$ cat config.mk
export PLATFORM = sky130hd
export DESIGN_NAME = rom_mapper
export DESIGN_NICKNAME = d
export VERILOG_FILES = /design/src/rtl/mapper_pkg.sv /design/src/rtl/mapper_ctrl.sv /design/src/rtl/mapper_ram.sv /design/src/rtl/mapper_rdmux.sv /design/src/rtl/rom_mapper.sv
export SDC_FILE = /design/constraint.sdc
export NUM_CORES = 2
export LEC_CHECK = 0
export BUFFER_PORTS_ARGS = -buffer_cell sky130_fd_sc_hd__buf_2
export CAP_MARGIN = 15
export CORE_MARGIN = 1.5
export CORE_UTILIZATION = 30
export CTS_BUF_LIST = sky130_fd_sc_hd__clkbuf_4
export DETAILED_ROUTE_END_ITERATION = 12
export HOLD_SLACK_MARGIN = 0.1
export PLACE_DENSITY = 0.56
export SLEW_MARGIN = 20
export SYNTH_ARGS = -nofsm -noshare
export SYNTH_HDL_FRONTEND = slang
export SYNTH_SLANG_ARGS = --single-unit
$ cat constraint.sdc
create_clock -name clk_i -period 2 [get_ports clk_i]
set_input_delay 0.1 -clock clk_i [delete_from_list [all_inputs] [get_ports clk_i]]
set_output_delay 0.1 -clock clk_i [all_outputs]
set_load 0.01 [all_outputs]
$ cat src/rtl/mapper_pkg.sv
package mapper_pkg;
  typedef enum logic [1:0] {
    RGN_ROM0 = 2'd0,
    RGN_ROMX = 2'd1,
    RGN_RAM  = 2'd2,
    RGN_NONE = 2'd3
  } region_e;

  function automatic region_e decode_region(input logic [15:0] a);
    if (a[15:14] == 2'b00)      return RGN_ROM0;
    else if (a[15:14] == 2'b01) return RGN_ROMX;
    else if (a[15:13] == 3'b101) return RGN_RAM;
    else                         return RGN_NONE;
  endfunction
endpackage

$ cat src/rtl/mapper_ctrl.sv
module mapper_ctrl #(
  parameter int BANKS  = 16,
  parameter int BANK_W = $clog2(BANKS)
) (
  input  logic              clk_i,
  input  logic              rst_ni,
  input  logic              we_i,
  input  logic              sel_bank_i,
  input  logic [7:0]        wdata_i,
  output logic [BANK_W-1:0] bank_o,
  output logic              ram_en_o
);
  localparam logic [7:0] TOP_BANK = 8'(BANKS - 1);

  logic [7:0] bank_d;

  always_comb begin
    if (wdata_i == 8'h00)        bank_d = 8'h01;
    else if (wdata_i > TOP_BANK) bank_d = TOP_BANK;
    else                         bank_d = wdata_i;
  end

  always_ff @(posedge clk_i or negedge rst_ni) begin
    if (!rst_ni) begin
      bank_o   <= BANK_W'(1);
      ram_en_o <= 1'b0;
    end else if (we_i) begin
      if (sel_bank_i) bank_o   <= bank_d[BANK_W-1:0];
      else            ram_en_o <= (wdata_i == 8'h0A);
    end
  end
endmodule

$ cat src/rtl/mapper_ram.sv
module mapper_ram #(
  parameter int DEPTH = 512,
  parameter int WIDTH = 4,
  parameter int AW    = $clog2(DEPTH)
) (
  input  logic             clk_i,
  input  logic             we_i,
  input  logic [AW-1:0]    idx_i,
  input  logic [WIDTH-1:0] wdata_i,
  output logic [WIDTH-1:0] rdata_o
);
  logic [WIDTH-1:0] mem_q [DEPTH];

  always_ff @(posedge clk_i) begin
    if (we_i) mem_q[idx_i] <= wdata_i;
  end

  assign rdata_o = mem_q[idx_i];
endmodule

$ cat src/rtl/mapper_rdmux.sv
module mapper_rdmux
  import mapper_pkg::*;
(
  input  logic       rd_i,
  input  region_e    rgn_i,
  input  logic [7:0] rom_data_i,
  input  logic       ram_ok_i,
  input  logic [3:0] ram_nib_i,
  output logic [7:0] rdata_o
);
  always_comb begin
    rdata_o = 8'hFF;
    if (rd_i) begin
      unique case (rgn_i)
        RGN_ROM0, RGN_ROMX: rdata_o = rom_data_i;
        RGN_RAM:            rdata_o = ram_ok_i ? {4'hF, ram_nib_i} : 8'hFF;
        default:            rdata_o = 8'hFF;
      endcase
    end
  end
endmodule

$ cat src/rtl/rom_mapper.sv
module rom_mapper
  import mapper_pkg::*;
#(
  parameter int BANKS     = 16,
  parameter bit HAS_RAM   = 1'b1,
  parameter int RAM_DEPTH = 512,
  parameter int BANK_W    = $clog2(BANKS),
  parameter int ROM_AW    = BANK_W + 14
) (
  input  logic              clk_i,
  input  logic              rst_ni,
  input  logic [15:0]       addr_i,
  input  logic [7:0]        wdata_i,
  input  logic              rd_i,
  input  logic              wr_i,
  output logic [7:0]        rdata_o,
  output logic [ROM_AW-1:0] rom_addr_o,
  input  logic [7:0]        rom_data_i
);
  localparam int RAM_AW = $clog2(RAM_DEPTH);

  region_e           rgn;
  logic [BANK_W-1:0] bank_q;
  logic              ram_en_q;
  logic              ram_ok;
  logic [3:0]        ram_nib;

  assign rgn = decode_region(addr_i);

  mapper_ctrl #(.BANKS(BANKS), .BANK_W(BANK_W)) ctrl_i (
    .clk_i      (clk_i),
    .rst_ni     (rst_ni),
    .we_i       (wr_i && rgn == RGN_ROM0),
    .sel_bank_i (addr_i[8]),
    .wdata_i    (wdata_i),
    .bank_o     (bank_q),
    .ram_en_o   (ram_en_q)
  );

  assign rom_addr_o = {(rgn == RGN_ROMX) ? bank_q : BANK_W'(0), addr_i[13:0]};

  generate
    if (HAS_RAM) begin : g_ram
      assign ram_ok = ram_en_q;
      mapper_ram #(.DEPTH(RAM_DEPTH), .WIDTH(4), .AW(RAM_AW)) ram_i (
        .clk_i   (clk_i),
        .we_i    (wr_i && rgn == RGN_RAM && ram_en_q),
        .idx_i   (addr_i[RAM_AW-1:0]),
        .wdata_i (wdata_i[3:0]),
        .rdata_o (ram_nib)
      );
    end else begin : g_no_ram
      assign ram_ok  = 1'b0;
      assign ram_nib = 4'h0;
    end
  endgenerate

  mapper_rdmux rdmux_i (
    .rd_i       (rd_i),
    .rgn_i      (rgn),
    .rom_data_i (rom_data_i),
    .ram_ok_i   (ram_ok),
    .ram_nib_i  (ram_nib),
    .rdata_o    (rdata_o)
  );
endmodule

==> metrics.csv <==
stage,metric,value,unit
outcome,outcome,finished with violations,
outcome,violated checks,"hold timing, setup timing",
power,Pint,68240,uW
worst_setup_path,endpoint arrival time on the critical path,4200,ps
timing,min setup slack post-route,-2296,ps
detailed_routing,average wire per standard cell,28.42,um
synth,"Warnings, synthesis",0,
synth,most frequent cell after synthesis,edfxtp_1,
clock_network,Root Driver,clkbuf_4,
placed_design,GP Congestion,0.9051,
synth,synth unique cells,70,
synth,number of synthesized flops with an enable pin,2048,
worst_setup_path,CP required,1900,ps
floorplan,Die Wd,525.3,um
synth,Synth Area in Adders,0,%
hold_path,min-delay worst type,primary input to flip-flop,
synth,syn_area_per_cell,19.29,um2
clock_network,CTS tree,built,
clock_network,"CTS clk-pin slew, worst paths",80,ps
synth,main combinational cell family by area after synthesis,multiplexers,
global_routing,vias in the first global route,49099,
synth,post-synth net total,4279,
timing,final hold vios,40,
detailed_routing,WL final,264100,um
timing,Relative slew margins,9.723,%
layout,final instance area,103500,um2
power,power density cells,856.1,nW/um2
layout,Post-Layout Cell Count,9295,
clock_network,Worst-Skew Late Latency,1390,ps
floorplan,area of the core,271000,um2
synth,Cells after Synth,4243,
layout,multi-input logic area,21800,um2
synth,Synth Area in Compound Gates,2.766,%
clock_network,clk sinks,2053,
floorplan,Die Ht,525.3,um
power,Net Sw Power,20390,uW
synth,post-synthesis sequential area ratio,75.30,%
power,Sequential Power Share,53.4,%
placed_design,pre-CTS worst setup slack,-2030,ps
detailed_routing,ANT nets after route,0,
worst_setup_path,Crit Path Max Fanout,1,
global_routing,initial antenna violation count,9,
placed_design,dpl cells,8334,
job,max_cap viols,0,
global_routing,GR Overflow Total,0,
worst_setup_path,Startpoint Class,flip-flop,
timing,RSZ-0062 raised after global routing,true,
layout,nets,5413,
layout,area grow syn2layout,26.49,%
placed_design,post-DP HPWL,176700,um
power,clock share of power,40.4,%
timing,final setup violating endpoints,2060,
timing,Worst-Margin Slew,1354,ps
timing,Final Skew,92.87,ps
placed_design,placed inst area,93720,um2
synth,Post-Synth XOR/XNOR Area,0,%
power,Tot Pwr,88630,uW
global_routing,largest net degree at the start of global routing,114,
synth,area share of the largest cell type after synthesis,75.14,%
floorplan,Initial Utilization,30.20,%
global_routing,GR Util All Layers,18.65,%
synth,Synth Area in Simple Gates,4.458,%
detailed_routing,drt initial violations,5088,
power,Pleak,0.03323,uW
synth,multiplexer share of the synthesized area,15.23,%
detailed_routing,DRT Pass-1 Iters,5,
timing,WHS,-114.9,ps
synth,mapped cell area,81840,um2
timing,"Slew Viols, Final",0,
power,Comb power frac,6.3,%
power,switch share,23.01,%
layout,register cell area after layout,61630,um2
global_routing,first-pass GRT wire length,368300,um
floorplan,FP Rows,191,
layout,share of cells above drive strength 1,46.90,%
detailed_routing,DR DRC count,0,
clock_network,Clock Path Buffers,4,
detailed_routing,Via density,5.168,
floorplan,I/O pins,62,
timing,Fmax,232.8,MHz
synth,Synth Flop Type,edfxtp_1,
timing,Period minus WS final,4296,ps
detailed_routing,via count,48033,
worst_setup_path,Critical Path Start,g_ram.ram_i.mem_q[150][1]$_DFFE_PP_,
synth,most instantiated cells after synthesis,"edfxtp_1, nor2_1, mux4_2",
synth,Area contributors post-synth,"edfxtp_1, mux4_2, nor2_1",
worst_setup_path,CP Capture Type,output pin,
clock_network,total CTS buffers,541,
placed_design,# port buffers,53,
clock_network,htree depth,6,
worst_setup_path,r2r startpoint,ctrl_i.ram_en_o$_DFFE_PN0P_,
synth,Synth area leader,edfxtp_1,
floorplan,Die ar.,276000,um2
worst_setup_path,CP Class,flip-flop to output pin,
synth,ys async rst share,0.2435,%
synth,Synth Register Bits,2053,
timing,period utilisation layout,214.8,%
power,peak supply drop,0.4473,mV
hold_path,HP Start,addr_i[15],
layout,Fill cells,25075,
[kinds of logic (layout without fill, tap and decap cells)]
group / Yosys count / in the layout
muxes: 683 / 683
and+or+nand+nor: 879 / 879
AOI/OAI and AO/OA: 324 / 324
other: 0 / 13
buffers and inverters: 304 / 1773
DFF: 2053 / 2053
[placed cells by master (no fill, tap or decap), types with 28 or more instances in the layout]
cell type	Yosys	layout
mux4_2	437	438
buf_2	54	41
a22oi_1	55	55
o22ai_1	29	28
buf_6	39	36
nand2_1	130	114
nor2_4	0	292
edfxtp_1	2048	2048
buf_12	5	138
dlygate4sd3_1	0	47
clkinv_1	0	89
nor2_1	582	81
nand3_1	52	48
mux2i_1	218	208
clkbuf_4	0	740
o21ai_0	39	36
nor2_2	0	209
a21oi_1	50	49
buf_4	54	592
[final timing paths]
path | endpoint | slack, ps | cells past startpoint
setup / recovery | rdata_o[1] | -2300 | 11
hold / removal | g_ram.ram_i.mem_q[340][0]$_DFFE_PP_ | -110 | 9
setup reg to reg | g_ram.ram_i.mem_q[429][0]$_DFFE_PP_ | -320 | 9
hold reg to reg | ctrl_i.bank_o[0]$_DFFE_PN1P_ | 530 | 2
max in group asynchronous | ctrl_i.bank_o[0]$_DFFE_PN1P_ | 1300 | 4
min in group asynchronous | ctrl_i.ram_en_o$_DFFE_PN0P_ | 350 | 4
[metrics by stage]
step / util [%] / TNS (ps)
2_1_floorplan: - / -150300
3_3_place_gp: 34.58 / -1257710
3_5_place_dp: 34.58 / -1255780
4_1_cts: 37.48 / -304560
5_1_grt: 38.20 / -473770
6_report: 38.20 / -350510
[worst max-delay path, cell delays in order (launching register included)]
cell	delay (ps)
edfxtp_1	370
mux4_2	470
mux2i_1	190
buf_4	160
o32ai_4	70
nor3_2	200
buf_4	160
nand4_1	320
nor4b_4	370
buf_4	180
a31oi_4	140
buf_2	190
[final cells by class]
cell class                      instances  share of cell area [%]
Tap cell                             3570                   4.315
Multi-Input combinational cell       1886                   21.05
Sequential cell                      2053                   59.53
Timing Repair Buffer                  890                   8.813
Clock inverter                        138                  0.8690
Clock buffer                          740                   5.366
Antenna cell                           13                 0.03142
Inverter                                5                 0.02538
[state kept, by name, indices dropped and copies added, names as in the netlist]
| name | flops |
|---|---|
| g_ram.ram_i.mem_q | 2048 |
| ctrl_i.ram_en_o | 1 |
| ctrl_i.bank_o | 4 |
[routing by layer]
| layer | GRT usage, % | up-vias | part of all wire [%] |
|---|---|---|---|
| met5 | 0 | - | 0.010 |
| met4 | 8.164 | 4 | 4.3 |
| met3 | 4.054 | 483 | 8.4 |
| met2 | 29.10 | 2293 | 47 |
| met1 | 24.98 | 25332 | 41 |
| li1 | - | 19921 | - |
[power groups by stage]
stage	logic, uW	clock network, uW	registers (uW)
finish	5550	35800	47300
CTS	5500	36500	47300
detailed placement	5310	0	48200
floorplan	2310	0	48200
global route	5780	38800	47300
global placement	5270	0	48200
[what timing repair did]
action / 4_1_cts / 5_1_grt
gates resized for setup: 151 / 327
endpoints found under the hold margin: 4037 / 1501
hold buffers: 52 / 1
buffers inserted: 0 / 9
pin swaps: 23 / 31
gates cloned: 2 / 10
endpoints found under the setup margin: 2056 / 2056
No activity file was read; power rests on OpenSTA's default activity.
